$ cat src/rtl/disp_pkg.sv
package disp_pkg;

    localparam int NQ  = 3;
    localparam int QA  = 0;
    localparam int QV  = 1;
    localparam int QS  = 2;
    localparam int OPW = 3;

    typedef enum logic [1:0] {
        K_VOP   = 2'd0,
        K_SOP   = 2'd1,
        K_LOAD  = 2'd2,
        K_STORE = 2'd3
    } kind_e;

    typedef enum logic [OPW-1:0] {
        E_EXEC  = 3'd0,
        E_LOAD  = 3'd1,
        E_STORE = 3'd2,
        E_QPOP  = 3'd3,
        E_QPUSH = 3'd4
    } entry_e;

    typedef struct packed {
        kind_e kind;
        logic  vec;
        logic  xop;
    } desc_t;

    typedef enum logic [1:0] {
        ST_OPEN  = 2'd0,
        ST_ISSUE = 2'd1,
        ST_STALL = 2'd2
    } state_e;

endpackage

$ cat src/rtl/dq_fifo.sv
module dq_fifo #(
    parameter int W     = 11,
    parameter int DEPTH = 16
) (
    input  logic         clk,
    input  logic         rst_n,
    input  logic         push,
    input  logic [W-1:0] wdata,
    output logic         full,
    input  logic         pop,
    output logic         rvalid,
    output logic [W-1:0] rdata
);
    localparam int PTR_W = (DEPTH > 1) ? $clog2(DEPTH) : 1;
    localparam int CNT_W = $clog2(DEPTH + 1);
    localparam logic [PTR_W-1:0] LAST = PTR_W'(DEPTH - 1);

    logic [W-1:0]     mem [DEPTH];
    logic [PTR_W-1:0] wp, rp;
    logic [CNT_W-1:0] cnt;
    logic             do_push, do_pop;

    assign full    = (cnt == CNT_W'(DEPTH));
    assign rvalid  = (cnt != '0);
    assign rdata   = mem[rp];
    assign do_push = push && !full;
    assign do_pop  = pop && rvalid;

    always_ff @(posedge clk or negedge rst_n) begin
        if (!rst_n) begin
            wp  <= '0;
            rp  <= '0;
            cnt <= '0;
        end else begin
            if (do_push) wp <= (wp == LAST) ? '0 : wp + 1'b1;
            if (do_pop)  rp <= (rp == LAST) ? '0 : rp + 1'b1;
            unique case ({do_push, do_pop})
                2'b10:   cnt <= cnt + 1'b1;
                2'b01:   cnt <= cnt - 1'b1;
                default: cnt <= cnt;
            endcase
        end
    end

    always_ff @(posedge clk) begin
        if (do_push) mem[wp] <= wdata;
    end

endmodule

$ cat src/rtl/disp_route.sv
module disp_route
    import disp_pkg::*;
#(
    parameter int TAG_W = 8
) (
    input  desc_t                                d,
    input  logic [TAG_W-1:0]                     tag,
    output logic [NQ-1:0]                        need,
    output logic [NQ-1:0][TAG_W+OPW-1:0]         word
);
    always_comb begin
        int side;
        side = d.vec ? QV : QS;
        need = '0;
        word = '0;
        unique case (d.kind)
            K_VOP: begin
                need[QV] = 1'b1;
                word[QV] = {E_EXEC, tag};
                if (d.xop) begin
                    need[QS] = 1'b1;
                    word[QS] = {E_QPUSH, tag};
                end
            end
            K_SOP: begin
                need[QS] = 1'b1;
                word[QS] = {E_EXEC, tag};
                if (d.xop) begin
                    need[QV] = 1'b1;
                    word[QV] = {E_QPUSH, tag};
                end
            end
            K_LOAD: begin
                need[QA]   = 1'b1;
                word[QA]   = {E_LOAD, tag};
                need[side] = 1'b1;
                word[side] = {E_QPOP, tag};
            end
            K_STORE: begin
                need[QA]   = 1'b1;
                word[QA]   = {E_STORE, tag};
                need[side] = 1'b1;
                word[side] = {E_QPUSH, tag};
            end
            default: begin
                need = '0;
            end
        endcase
    end

endmodule

$ cat src/rtl/disp_issue.sv
module disp_issue
    import disp_pkg::*;
#(
    parameter int TAG_W = 8
) (
    input  logic             clk,
    input  logic             rst_n,
    input  logic             in_valid,
    output logic             in_ready,
    input  desc_t            in_d,
    input  logic [TAG_W-1:0] in_tag,
    input  logic [NQ-1:0]    need,
    input  logic [NQ-1:0]    q_full,
    output logic [NQ-1:0]    q_push,
    output logic             hold_v,
    output desc_t            hold_d,
    output logic [TAG_W-1:0] hold_tag
);
    state_e state, nxt;
    logic   room, fire, accept;

    always_ff @(posedge clk or negedge rst_n) begin
        if (!rst_n) state <= ST_OPEN;
        else        state <= nxt;
    end

    always_comb begin
        room     = ((need & q_full) == '0);
        fire     = (state != ST_OPEN) && room;
        in_ready = (state == ST_OPEN) || fire;
        accept   = in_valid && in_ready;
        q_push   = fire ? need : '0;
        hold_v   = (state != ST_OPEN);
    end

    always_comb begin
        nxt = state;
        unique case (state)
            ST_OPEN:  nxt = accept ? ST_ISSUE : ST_OPEN;
            ST_ISSUE: nxt = accept ? ST_ISSUE : (fire ? ST_OPEN : ST_STALL);
            ST_STALL: nxt = accept ? ST_ISSUE : (fire ? ST_OPEN : ST_STALL);
            default:  nxt = ST_OPEN;
        endcase
    end

    always_ff @(posedge clk or negedge rst_n) begin
        if (!rst_n) begin
            hold_d   <= '0;
            hold_tag <= '0;
        end else if (accept) begin
            hold_d   <= in_d;
            hold_tag <= in_tag;
        end
    end

endmodule

$ cat src/rtl/decoupling_dispatcher.sv
module decoupling_dispatcher
    import disp_pkg::*;
#(
    parameter int TAG_W = 8,
    parameter int DEPTH = 16
) (
    input  logic               clk,
    input  logic               rst_n,
    input  logic               in_valid,
    output logic               in_ready,
    input  logic [1:0]         in_kind,
    input  logic               in_vec,
    input  logic               in_xop,
    input  logic [TAG_W-1:0]   in_tag,
    input  logic               aq_pop,
    output logic               aq_valid,
    output logic [TAG_W+2:0]   aq_data,
    input  logic               vq_pop,
    output logic               vq_valid,
    output logic [TAG_W+2:0]   vq_data,
    input  logic               sq_pop,
    output logic               sq_valid,
    output logic [TAG_W+2:0]   sq_data
);
    localparam int EW = TAG_W + OPW;

    desc_t                in_d;
    desc_t                hold_d;
    logic [TAG_W-1:0]     hold_tag;
    logic                 hold_v;
    logic [NQ-1:0]        need, q_full, q_push, q_pop, q_valid;
    logic [NQ-1:0][EW-1:0] q_word, q_head;

    assign in_d = '{kind: kind_e'(in_kind), vec: in_vec, xop: in_xop};

    disp_route #(.TAG_W(TAG_W)) u_route (
        .d    (hold_d),
        .tag  (hold_tag),
        .need (need),
        .word (q_word)
    );

    disp_issue #(.TAG_W(TAG_W)) u_issue (
        .clk      (clk),
        .rst_n    (rst_n),
        .in_valid (in_valid),
        .in_ready (in_ready),
        .in_d     (in_d),
        .in_tag   (in_tag),
        .need     (need),
        .q_full   (q_full),
        .q_push   (q_push),
        .hold_v   (hold_v),
        .hold_d   (hold_d),
        .hold_tag (hold_tag)
    );

    assign q_pop[QA] = aq_pop;
    assign q_pop[QV] = vq_pop;
    assign q_pop[QS] = sq_pop;

    for (genvar q = 0; q < NQ; q++) begin : g_q
        dq_fifo #(.W(EW), .DEPTH(DEPTH)) u_fifo (
            .clk    (clk),
            .rst_n  (rst_n),
            .push   (q_push[q]),
            .wdata  (q_word[q]),
            .full   (q_full[q]),
            .pop    (q_pop[q]),
            .rvalid (q_valid[q]),
            .rdata  (q_head[q])
        );
    end

    assign aq_valid = q_valid[QA];
    assign aq_data  = q_head[QA];
    assign vq_valid = q_valid[QV];
    assign vq_data  = q_head[QV];
    assign sq_valid = q_valid[QS];
    assign sq_data  = q_head[QS];

endmodule

$ cat config.mk
export PLATFORM = sky130hd
export DESIGN_NAME = decoupling_dispatcher
export DESIGN_NICKNAME = d
export VERILOG_FILES = /design/src/rtl/disp_pkg.sv /design/src/rtl/dq_fifo.sv /design/src/rtl/disp_route.sv /design/src/rtl/disp_issue.sv /design/src/rtl/decoupling_dispatcher.sv
export SDC_FILE = /design/constraint.sdc
export NUM_CORES = 1
export LEC_CHECK = 0
export ABC_AREA = 1
export ABC_CLOCK_PERIOD_IN_PS = 3200
export CORE_ASPECT_RATIO = 1.4
export CORE_MARGIN = 10
export CORE_UTILIZATION = 63
export CTS_CLUSTER_DIAMETER = 50
export DETAILED_ROUTE_END_ITERATION = 16
export GPL_ROUTABILITY_DRIVEN = 0
export PLACE_DENSITY = 0.81
export SYNTH_ARGS = -nofsm -noshare
export SYNTH_HDL_FRONTEND = slang
export SYNTH_HIERARCHICAL = 1
export SYNTH_SLANG_ARGS = --single-unit
$ cat constraint.sdc
create_clock -name clk -period 3.2 [get_ports clk]
set_input_delay 0.96 -clock clk [delete_from_list [all_inputs] [get_ports clk]]
set_output_delay 0.96 -clock clk [all_outputs]
set_load 0.05 [all_outputs]
==> qor.log <==
INFO  global_route   number_of_antenna_violations_at_the_first_check_in_global_routing=0
INFO  finish         postLayoutCoreUtil=73.1%
INFO  finish         layout-area-overhead-vs-synth=15.0%
INFO  finish         fin_cells=3502
INFO  critical_path  worstSetupEndpointType=output pin
INFO  place          io_buffer_count=54
INFO  global_route   grt_first_pass_wirelength=102000um
INFO  routing        final_antenna_net_count=0
INFO  global_route   globalRouteTotalUtil=24.5%
INFO  sta            finalHoldViolCount=0
INFO  sta            timing.clock.skew=0.0201ns
INFO  floorplanning  overall_die_area=0.0512mm^2
INFO  routing        drt_pass1_iterations=7
INFO  routing        drc=0
INFO  clocking       clockRootBuffer=clkbuf_16
INFO  clocking       clk_path_buf_depth=3
INFO  routing        vias_per_cell=5.68
INFO  floorplanning  floorplan.core_area=0.0421mm^2
INFO  finish         drive_above_1_share=12.0%
INFO  power_and_ir_drop p_sw=12.4mW
INFO  logic_synthesis number_of_synthesis_warnings=6
INFO  logic_synthesis mapped_avg_cell_area=9.59um^2
INFO  logic_synthesis post_synth_instance_area=0.0268mm^2
INFO  run_status     failed_checks=setup timing
INFO  place          numPlacedInstances=3375
INFO  logic_synthesis synth_seq_cells=581
INFO  critical_path  critical_path_cell_by_cell=clkinv_8 -> buf_12 -> nand2_1 -> nand3_1 -> nand2_1 -> nand2_1 -> nand2_1 -> inv_1 -> nand2_1 -> buf_6
INFO  clocking       worst_setup_hold_path_clk_slew=0.07ns
INFO  sta            layout_setup_ws=-0.0320ns
INFO  routing        detailed_route_iter0_violations=2558
INFO  power_and_ir_drop peakVddDrop=1.29mV
INFO  power_and_ir_drop leakage=14.2nW
INFO  clocking       htree_num_levels=2
INFO  logic_synthesis top_reg_cell_synth=edfxtp_1
INFO  routing        vias=19900
INFO  critical_path  crit_slowest_cell=dfrtp_2
INFO  logic_synthesis postSynthNetCount=2840
INFO  global_route   grt_start_max_net_pins=47
INFO  critical_path  critPathArrivalTime=2.27ns
INFO  place          hpwl=39500um
INFO  finish         post_layout_instance_area=0.0308mm^2
INFO  finish         diodes=0
INFO  power_and_ir_drop power.total=29.9mW
INFO  power_and_ir_drop seq_power_share=33.1%
INFO  logic_synthesis synth_sequential_area_ratio=64.2%
INFO  floorplanning  design.portCount=55
INFO  clocking       cts-buffers-inserted=52
INFO  finish         final.fill_count=2635
INFO  critical_path  startpoint_type=register
INFO  clocking       tritoncts=done
INFO  clocking       worst_skew_pair.late_latency=0.60ns
INFO  power_and_ir_drop netSwitchingFraction=41.7%
INFO  sta            finalMaxSlewViolations=0
INFO  finish         finalNetCount=2965
INFO  logic_synthesis synth_async_sr_flop_share=9.12%
INFO  routing        drt-total-wl=67700um
INFO  run_status     run_status=finished, violations left
INFO  power_and_ir_drop power.density=970mW/mm^2
INFO  sta            max_freq=309MHz
INFO  clocking       hold_buffers=0
INFO  floorplanning  floorplan.initialDensity=63.6%
INFO  logic_synthesis synth_cells=2790
INFO  critical_path  critical_path.most_common_cell=nand2_1
INFO  sta            report.final.setup_viol=2
INFO  sta            timing.final.crit_share=101%
INFO  critical_path  path_max_fanout=15
INFO  sta            timing.slew.headroom=8.95%
INFO  power_and_ir_drop cell_internal_pwr=17.4mW
INFO  floorplanning  die_height=264um
INFO  floorplanning  die_w=194um
INFO  power_and_ir_drop pwr-share-comb=45.8%
INFO  power_and_ir_drop pwr-share-clk=21.1%
INFO  critical_path  path_class=reg -> out
INFO  global_route   via_count_of_the_first_global_routing_pass=19300
INFO  clocking       numClockSinks=581
INFO  sta            rsz_0062_raised_after_global_routing=yes
INFO  logic_synthesis synth_edf_count=528
INFO  critical_path  critPathMaxStageDelay=0.56ns
INFO  global_route   globalRouteOverflowTotal=0
INFO  sta            timing_worst_slew_pin_value=1.37ns
INFO  routing        detail_route.wl_per_cell=19.3um
INFO  critical_path  critPathRequiredTime=2.24ns
INFO  sta            minimum_clock_period_after_layout=3.23ns
INFO  place          place_area=0.0281mm^2
INFO  floorplanning  rows=89
INFO  logic_synthesis synth.distinct_cells=33
INFO  job            max_cap_violations=0
INFO  critical_path  ff2ff_path_depth=13
INFO  min_path       min_path_type=in -> async
INFO  sta            finalSetupTns=-0.0443ns
## synthesized netlist by cell type (4+ instances only)
| master | number | area, um^2 |
|---|---|---|
| inv_2 | 6 | 22.5 |
| nor2_1 | 64 | 240 |
| dfrtp_1 | 53 | 1330 |
| xnor2_1 | 6 | 52.6 |
| inv_4 | 4 | 25.0 |
| a21oi_1 | 19 | 95.1 |
| buf_6 | 8 | 90.1 |
| clkbuf_1 | 14 | 52.6 |
| nand2_4 | 4 | 45.0 |
| nand2_1 | 935 | 3510 |
| buf_2 | 74 | 370 |
| edfxtp_1 | 528 | 15900 |
| nand2_2 | 14 | 87.6 |
| buf_4 | 14 | 105 |
| nand3_1 | 375 | 1880 |
| inv_1 | 577 | 2170 |
| xor2_1 | 6 | 52.6 |
| nand4_1 | 10 | 62.6 |
| ha_1 | 29 | 363 |
| o21ai_0 | 30 | 150 |
## sequential cells by signal, summed over array words and instances, names as in the netlist
signal            count
u_issue/hold_tag      8
u_issue/state         2
g_q.u_fifo/cnt       15
g_q.u_fifo/mem      528
g_q.u_fifo/wp        12
u_issue/hold_d        4
g_q.u_fifo/rp        12
## metal layers
layer / track usage (%) / part of all wire, % / up-vias
met5: 0 / 0 / -
met4: 11.7 / 4.6 / 0
met3: 3.24 / 9.3 / 249
met2: 42.7 / 51 / 1249
met1: 29.6 / 35 / 9371
li1: - / - / 9014
## worst max-delay path: cells and delay by family (launching register included)
family / cells / cell delay (ns)
DFF: 1 / 0.56
and+or+nand+nor: 6 / 0.56
buffers and inverters: 4 / 0.56
## cell type report
cell class	count	area, um^2	area share (%)
clock inverter	30	340	1.11
multi-input combinational	1507	6910	22.5
sequential	581	17200	55.9
clock buffer	65	1350	4.39
inverter	587	2260	7.34
tap	546	683	2.22
timing repair buffer	183	2010	6.52
timing repair inverter	3	33.8	0.110
## what timing repair did
item | CTS | global route
resized for setup | 24 | 138
setup endpoints to repair | 35 | 39
pin swaps | 0 | 34
gates cloned | 5 | 11
setup buffers | 4 | 12
## cell families (layout without fill, tap and decap cells)
| group | after synthesis | in the layout | synth area share, % |
|---|---|---|---|
| buf+inv | 702 | 868 | 10.8 |
| flops | 581 | 581 | 64.2 |
| xor+xnor | 12 | 12 | 0.393 |
| simple gates | 1409 | 1409 | 22.0 |
| compound gates | 53 | 53 | 1.04 |
| fa+ha+maj | 32 | 32 | 1.58 |
| other cells | 1 | 1 | 0.0140 |
## path summary, 6_finish.rpt
kind                                       from                    to  slack, ns
min reg2reg                g_q[0].u_fifo/cnt[0]  g_q[0].u_fifo/cnt[0]       0.51
max                         g_q[0].u_fifo/rp[0]            aq_data[5]      -0.03
min                                       rst_n  g_q[1].u_fifo/cnt[0]       0.44
min in group clk           g_q[0].u_fifo/cnt[0]  g_q[0].u_fifo/cnt[0]       0.51
max reg2reg                   u_issue/hold_d[3]  g_q[1].u_fifo/cnt[3]       0.24
max in group asynchronous                 rst_n   g_q[2].u_fifo/rp[0]       2.01
## through the flow
stage                     worst slack (ns)  hold slack (ns)
final                              -0.0320            0.445
after floorplan                      0.580            0.464
after detailed placement            0.0278            0.492
after CTS                          -0.0342            0.453
after global routing               -0.0628            0.499
after global placement               0.130            0.490
## layout by cell type, fill, tap and decap left out, types with 17 or more instances in the layout
master	instances
dfrtp_1	47
a21oi_1	19
buf_6	22
inv_1	568
nand2_2	57
nand2_1	890
nand3_2	18
nand3_1	358
o21ai_0	30
edfxtp_1	528
nor2_1	62
buf_4	101
ha_1	28
clkdlybuf4s50_1	17
clkbuf_16	60
## power groups by stage
stage / sequential [mW] / clock [mW] / combinational (mW)
after floorplan: 9.72 / 0 / 8.21
after global placement: 9.90 / 0 / 11.1
after detailed placement: 9.94 / 0 / 11.5
after CTS: 9.80 / 6.31 / 12.0
after global routing: 9.92 / 6.62 / 14.6
final: 9.87 / 6.30 / 13.7
Power figures use the tool's default switching activity.
